### config.mk
export PLATFORM = sky130hd
export DESIGN_NAME = async_tx_framer
export DESIGN_NICKNAME = d
export VERILOG_FILES = /design/src/rtl/atx_pkg.sv /design/src/rtl/atx_frame_build.sv /design/src/rtl/atx_bit_timer.sv /design/src/rtl/async_tx_framer.sv
export SDC_FILE = /design/constraint.sdc
export NUM_CORES = 1
export LEC_CHECK = 0
export BUFFER_PORTS_ARGS = -buffer_cell sky130_fd_sc_hd__buf_2
export CORE_MARGIN = 2
export CORE_UTILIZATION = 50
export DETAILED_ROUTE_END_ITERATION = 16
export PLACE_DENSITY = 0.8
export SLEW_MARGIN = 20
export SYNTH_ARGS = -nofsm -noshare
export SYNTH_HDL_FRONTEND = slang
export SYNTH_SLANG_ARGS = --single-unit
### constraint.sdc
create_clock -name clk -period 7.9 [get_ports clk]
set_input_delay 1.185 -clock clk [delete_from_list [all_inputs] [get_ports clk]]
set_output_delay 1.185 -clock clk [all_outputs]
set_load 0.01 [all_outputs]
### src/rtl/atx_pkg.sv
package atx_pkg;

    typedef enum logic [1:0] {
        ST_IDLE = 2'd0,
        ST_DATA = 2'd1,
        ST_STOP = 2'd2
    } tx_state_e;

endpackage

### src/rtl/atx_frame_build.sv
// Turns the stored character and the live configuration into a full frame
// image, the number of bit slots to shift, and the two timing limits.
module atx_frame_build #(
    parameter int DATA_W  = 8,
    parameter int FAC_MID = 16,
    parameter int FAC_HI  = 64,
    parameter int FRAME_W = DATA_W + 2,
    parameter int NB_W    = $clog2(FRAME_W + 1),
    parameter int TIM_W   = $clog2(2 * FAC_HI + 1)
) (
    input  logic [DATA_W-1:0]  data,
    input  logic [1:0]         len_code,
    input  logic               par_en,
    input  logic               par_even,
    input  logic [1:0]         stop_code,
    input  logic [1:0]         fac_code,
    output logic [FRAME_W-1:0] frame,
    output logic [NB_W-1:0]    nbits,
    output logic [TIM_W-1:0]   bit_lim,
    output logic [TIM_W-1:0]   stop_lim
);

    localparam int MIN_LEN = DATA_W - 3;

    logic [NB_W-1:0]    len_n;
    logic [FRAME_W-1:0] dpad;
    logic               par_x;
    logic               par_bit;

    assign len_n = NB_W'(MIN_LEN) + NB_W'(len_code);
    assign dpad  = FRAME_W'(data);

    always_comb begin
        par_x = 1'b0;
        for (int i = 0; i < DATA_W; i++) begin
            if (NB_W'(i) < len_n) par_x = par_x ^ data[i];
        end
        par_bit = par_even ? par_x : ~par_x;

        frame    = '1;
        frame[0] = 1'b0;
        for (int k = 0; k < FRAME_W - 1; k++) begin
            if (NB_W'(k) < len_n)                frame[k+1] = dpad[k];
            else if (NB_W'(k) == len_n && par_en) frame[k+1] = par_bit;
        end
        nbits = len_n + NB_W'(1) + NB_W'(par_en);
    end

    always_comb begin
        case (fac_code)
            2'b10:   bit_lim = TIM_W'(FAC_MID);
            2'b11:   bit_lim = TIM_W'(FAC_HI);
            default: bit_lim = TIM_W'(1);
        endcase
        case (stop_code)
            2'b10:   stop_lim = (bit_lim == TIM_W'(1)) ? TIM_W'(2)
                                                       : bit_lim + (bit_lim >> 1);
            2'b11:   stop_lim = bit_lim << 1;
            default: stop_lim = bit_lim;
        endcase
    end

endmodule

### src/rtl/atx_bit_timer.sv
// Counts bit-clock enables up to a limit and flags the last one.
module atx_bit_timer #(
    parameter int TIM_W = 8
) (
    input  logic             clk,
    input  logic             rst_n,
    input  logic             en,
    input  logic             clr,
    input  logic [TIM_W-1:0] lim,
    output logic             done
);

    typedef struct packed {
        logic [TIM_W-1:0] cnt;
    } tim_t;

    tim_t q, d;

    assign done = en && (q.cnt == lim - TIM_W'(1));

    always_comb begin
        d = q;
        if (clr || done) d.cnt = '0;
        else if (en)     d.cnt = q.cnt + TIM_W'(1);
    end

    always_ff @(posedge clk or negedge rst_n) begin
        if (!rst_n) q <= '0;
        else        q <= d;
    end

endmodule

### src/rtl/async_tx_framer.sv
module async_tx_framer #(
    parameter int DATA_W  = 8,
    parameter int FAC_MID = 16,
    parameter int FAC_HI  = 64
) (
    input  logic              clk,
    input  logic              rst_n,
    input  logic              wr_stb,
    input  logic [DATA_W-1:0] wr_data,
    input  logic [1:0]        len_code,
    input  logic              par_en,
    input  logic              par_even,
    input  logic [1:0]        stop_code,
    input  logic [1:0]        fac_code,
    input  logic              tx_en,
    input  logic              brk,
    input  logic              bclk_en,
    output logic              txd,
    output logic              tx_rdy,
    output logic              tx_empty
);
    import atx_pkg::*;

    localparam int FRAME_W = DATA_W + 2;
    localparam int NB_W    = $clog2(FRAME_W + 1);
    localparam int TIM_W   = $clog2(2 * FAC_HI + 1);

    typedef struct packed {
        tx_state_e          st;
        logic               hold_v;
        logic [DATA_W-1:0]  hold_d;
        logic [FRAME_W-1:0] sh;
        logic [NB_W-1:0]    left;
        logic [TIM_W-1:0]   bit_lim;
        logic [TIM_W-1:0]   stop_lim;
    } regs_t;

    regs_t q, d;

    logic [FRAME_W-1:0] fr_img;
    logic [NB_W-1:0]    fr_nbits;
    logic [TIM_W-1:0]   fr_bit_lim;
    logic [TIM_W-1:0]   fr_stop_lim;
    logic [TIM_W-1:0]   tim_lim;
    logic               tick;
    logic               load;
    logic               frame_active;

    atx_frame_build #(
        .DATA_W (DATA_W),
        .FAC_MID(FAC_MID),
        .FAC_HI (FAC_HI),
        .FRAME_W(FRAME_W),
        .NB_W   (NB_W),
        .TIM_W  (TIM_W)
    ) u_build (
        .data     (q.hold_d),
        .len_code (len_code),
        .par_en   (par_en),
        .par_even (par_even),
        .stop_code(stop_code),
        .fac_code (fac_code),
        .frame    (fr_img),
        .nbits    (fr_nbits),
        .bit_lim  (fr_bit_lim),
        .stop_lim (fr_stop_lim)
    );

    assign tim_lim = (q.st == ST_STOP) ? q.stop_lim : q.bit_lim;

    atx_bit_timer #(
        .TIM_W(TIM_W)
    ) u_timer (
        .clk  (clk),
        .rst_n(rst_n),
        .en   (bclk_en),
        .clr  (q.st == ST_IDLE),
        .lim  (tim_lim),
        .done (tick)
    );

    assign frame_active = (q.st != ST_IDLE);
    assign load = q.hold_v && tx_en &&
                  ((q.st == ST_IDLE) || (q.st == ST_STOP && tick));

    always_comb begin
        d = q;
        if (wr_stb && !q.hold_v) begin
            d.hold_v = 1'b1;
            d.hold_d = wr_data;
        end
        case (q.st)
            ST_DATA: begin
                if (tick) begin
                    d.sh   = {1'b1, q.sh[FRAME_W-1:1]};
                    d.left = q.left - NB_W'(1);
                    if (q.left == NB_W'(1)) d.st = ST_STOP;
                end
            end
            ST_STOP: begin
                if (tick) d.st = ST_IDLE;
            end
            default: ;
        endcase
        if (load) begin
            d.st       = ST_DATA;
            d.sh       = fr_img;
            d.left     = fr_nbits;
            d.bit_lim  = fr_bit_lim;
            d.stop_lim = fr_stop_lim;
            d.hold_v   = 1'b0;
        end
    end

    always_ff @(posedge clk or negedge rst_n) begin
        if (!rst_n) begin
            q          <= '0;
            q.st       <= ST_IDLE;
            q.sh       <= '1;
            q.bit_lim  <= TIM_W'(1);
            q.stop_lim <= TIM_W'(1);
        end else begin
            q <= d;
        end
    end

    assign txd      = !brk && ((q.st != ST_DATA) || q.sh[0]);
    assign tx_rdy   = !q.hold_v;
    assign tx_empty = !q.hold_v && !frame_active;

endmodule

==> metrics.md <==
| Metric | Value |
|---|---|
| Outcome | `finished clean` |
| Critical R2R Capture | `q[3]` |
| Most utilized layer in the global route result | `met2` |
| Post-Synth XOR/XNOR Area | `8.422%` |
| Slowest-stage cell, CP | `nor2b_1` |
| Post-layout util | `56.89%` |
| Synth Area in Compound Gates | `16.29%` |
| Multi-input logic area | `0.001468 mm²` |
| Initial antenna violation count | `0` |
| Remaining DRCs | `0` |
| Max_cap viols | `0` |
| Crit. path cell count | `11` |
| Clock Tree Root | `clkbuf_8` |
| Slew Viols, Final | `0` |
| Diode count | `0` |
| Post-synth ARST share | `100.0%` |
| Data required, critical path | `8110 ps` |
| Seq cells post-synth | `43` |
| ANT nets after route | `0` |
| Syn Inst Count | `271` |
| Post-DP HPWL | `4.043 mm` |
| Die ar. | `0.006012 mm²` |
| Final setup margin | `3277 ps` |
| Ys flop type | `dfrtp_1` |
| Routability Congestion | `0.8318` |
| Layout cell share with drive strength beyond 1 | `21.72%` |
| # setup viols final | `0` |
| Area Growth Syn to Fin | `8.838%` |
| PortBufs | `24` |
| Worst Hold Margin | `499.5 ps` |
| YS warnings | `0` |
| Setup repair after global routing missed its margin | `no` |
| R2R Path Start | `q[40]` |
| Remaining Overflow, GRT | `0` |
| Startpoint Class | `flip-flop` |
| Fmax | `216.3 MHz` |
| First-pass DRT Iterations | `4` |
| Commonest cells post-synth | `dfrtp_1 (31), nor2_1 (25), o21ai_0 (22)` |
| GR Layer Usage met2 | `35.57%` |
| CTS Hold Buffers Added | `0` |
| Leakage | `1.289 nW` |
| Avg WL per Cell | `15.56 µm` |
| CP Cell Sequence | `nor2b_1 -> mux2i_1 -> ha_1 -> or4b_1 -> or3_1 -> a31oi_1 -> xor2_1 -> o22a_1 -> nor2_2 -> nand2_2 -> o41ai_2` |
| Largest net degree at the start of global routing | `44` |
| Dominant cell type by area after synthesis | `dfrtp_1` |
| Die Span Y | `77.54 µm` |
| Syn_nets | `307` |
| Most common cell in the synthesized netlist | `dfrtp_1` |
| Clock Sinks | `43` |
| Vias | `2090` |
| Post-route minimum period | `4623 ps` |
| Area contributors post-synth | `dfrtp_1 (29%), dfstp_2 (12%), ha_1 (6.0%), xor2_1 (4.5%), o21ai_0 (4.1%)` |
| Storage element area | `0.001091 mm²` |
| Simple-Gate Fraction of Synth Area | `16.15%` |
| Fin area | `0.002943 mm²` |
| Die W | `77.54 µm` |
| WL final | `5.603 mm` |
| Iter 0 DRT Violations | `147` |
| Setup TNS | `0 ps` |
| Register-to-Register Path Depth | `11` |
| Crit end category | `flip-flop` |
| Vias in the first global route | `2120` |
| CTS clk-pin slew, worst paths | `90 ps` |
| TritonCTS clock tree | `built` |
| Relative slew slack | `36.82%` |
| Synth Area in Adders | `6.756%` |
| Critical path's top delay family | `simple AND/OR/NAND/NOR gates` |
| Flop2flop setup slack | `3280 ps` |
| Worst-case vdd ir drop | `0.2065 mV` |
| Met1 usage | `25.98%` |
| Avg Cell Area, Syn | `9.977 µm²` |
| Total GRT Usage | `20.31%` |
| Critical path class | `reg -> reg` |
| Fin. Hold Viols | `0` |
| Post-layout nets | `325` |
| Skew final | `4.575 ps` |
| Post-cts gate resize count | `0` |
| Max Buffers Root-to-Sink | `2` |
| Fill cells | `460` |
| Crit. Startpoint | `q[40]` |
| Met3 GRT Util | `3.488%` |
| Worst hold path type | `reg -> reg` |
| Yosys top cell area share | `28.69%` |
| Post-synthesis mux area share | `6.664%` |
| Yosys cell types | `56` |
| Via-to-Cell Ratio | `5.806` |
| Worst Hold Path EP | `q[25]` |
| Setup Buffers After CTS | `0` |
| CP max stage delay | `700 ps` |
| Skew-Pair Late Insertion Delay | `310 ps` |
| Pre-CTS setup slack | `3348 ps` |
| Period utilization | `58.51%` |
| Largest family of logic cells by synthesized area | `compound AO/OA/AOI/OAI gates` |
| Worst Min Path Start | `q[25]` |
| CTS H-tree depth | `2` |
| CP bufs+invs | `0` |
| WP data arrival | `4830 ps` |
| PwrDens | `342.7 mW/mm²` |
| Slew of the pin with the lowest slew margin | `947.7 ps` |
| Hold depth | `2` |
| Initial Util | `52.27%` |
| Mapped cell area | `0.002704 mm²` |
| Placed inst area | `0.002826 mm²` |
| Total CTS buffers | `5` |
| Core area | `0.005172 mm²` |
| Number of synthesized flops with an enable pin | `0` |
| Io pins | `25` |
| First-pass GRT wire length | `9.777 mm` |
| Sequential-to-total area share from yosys stat | `40.35%` |
| Maximum fanout along the worst path | `20` |
| Row count | `26` |
power by group:
| part | internal (mW) | switching [mW] |
|---|---|---|
| clock | 0.0959 | 0.0842 |
| combinational | 0.196 | 0.224 |
| sequential | 0.323 | 0.0861 |
tightest hold or removal path: stages (launching register included):
cell and delay, ps:
dfstp_2 380, inv_1 40, o21ai_0 80
metal layers:
layer | wire (µm) | share of wire [%] | vias up
li1 | - | - | 999
met1 | 2471 | 44 | 1032
met2 | 2836 | 51 | 49
met3 | 226 | 4.0 | 10
met4 | 68 | 1.2 | 0
met5 | 0 | 0 | -
kinds of logic (layout without fill, tap and decap cells):
group / Yosys count / after routing
adders and majority gates: 14 / 14
AOI/OAI and AO/OA: 60 / 60
and+or+nand+nor: 83 / 83
DFF: 43 / 43
xor gates and xnor gates: 26 / 26
muxes: 16 / 16
buffers and inverters: 29 / 48
worst max-delay path by stage:
stage and end:
2_1_floorplan q[4], 3_3_place_gp q[19], 3_5_place_dp q[3], 4_1_cts q[3]
5_1_grt q[3], 6_report q[3]
registers in the layout, summed over array words and instances, names as in the netlist:
| signal | count |
|---|---|
| q | 35 |
| u_timer.q | 8 |
cells in the final DEF, fill, tap and decap left out, types with 2 or more instances in the layout:
cell type and instances:
nor2_1 25, dfstp_2 12, xnor2_1 12, o22ai_1 2, a31oi_1 2, nand2_1 12
o22a_1 2, mux2i_1 6, or4b_1 2, nor2b_1 3, dfrtp_1 31, mux2_4 2
inv_1 16, and3_1 2, o221a_1 2, mux2_2 8, a21oi_1 6, o31ai_1 2
clkbuf_8 5, ha_1 13, nand2b_1 8, or3_1 2, nor3_1 3, o21ai_0 22
a32oi_1 6, nand3_1 11, xor2_1 14, and2_1 2, buf_2 24, nand4_1 5
nor4_1 2
stage by stage:
step | instances | power [mW]
floorplan | 271 | 0.7430
global placement | 352 | 0.8113
detailed placement | 352 | 0.8268
CTS | 360 | 1.011
global route | 360 | 1.089
finish | 360 | 1.008
cell type report:
class	instances	share of cell area [%]
Sequential cell	43	37.07
Inverter	16	2.041
Tap cell	70	2.976
Clock inverter	3	1.616
Timing Repair Buffer	24	4.082
Multi-Input combinational cell	199	49.87
Clock buffer	5	2.338
Power figures use the tool's default switching activity.
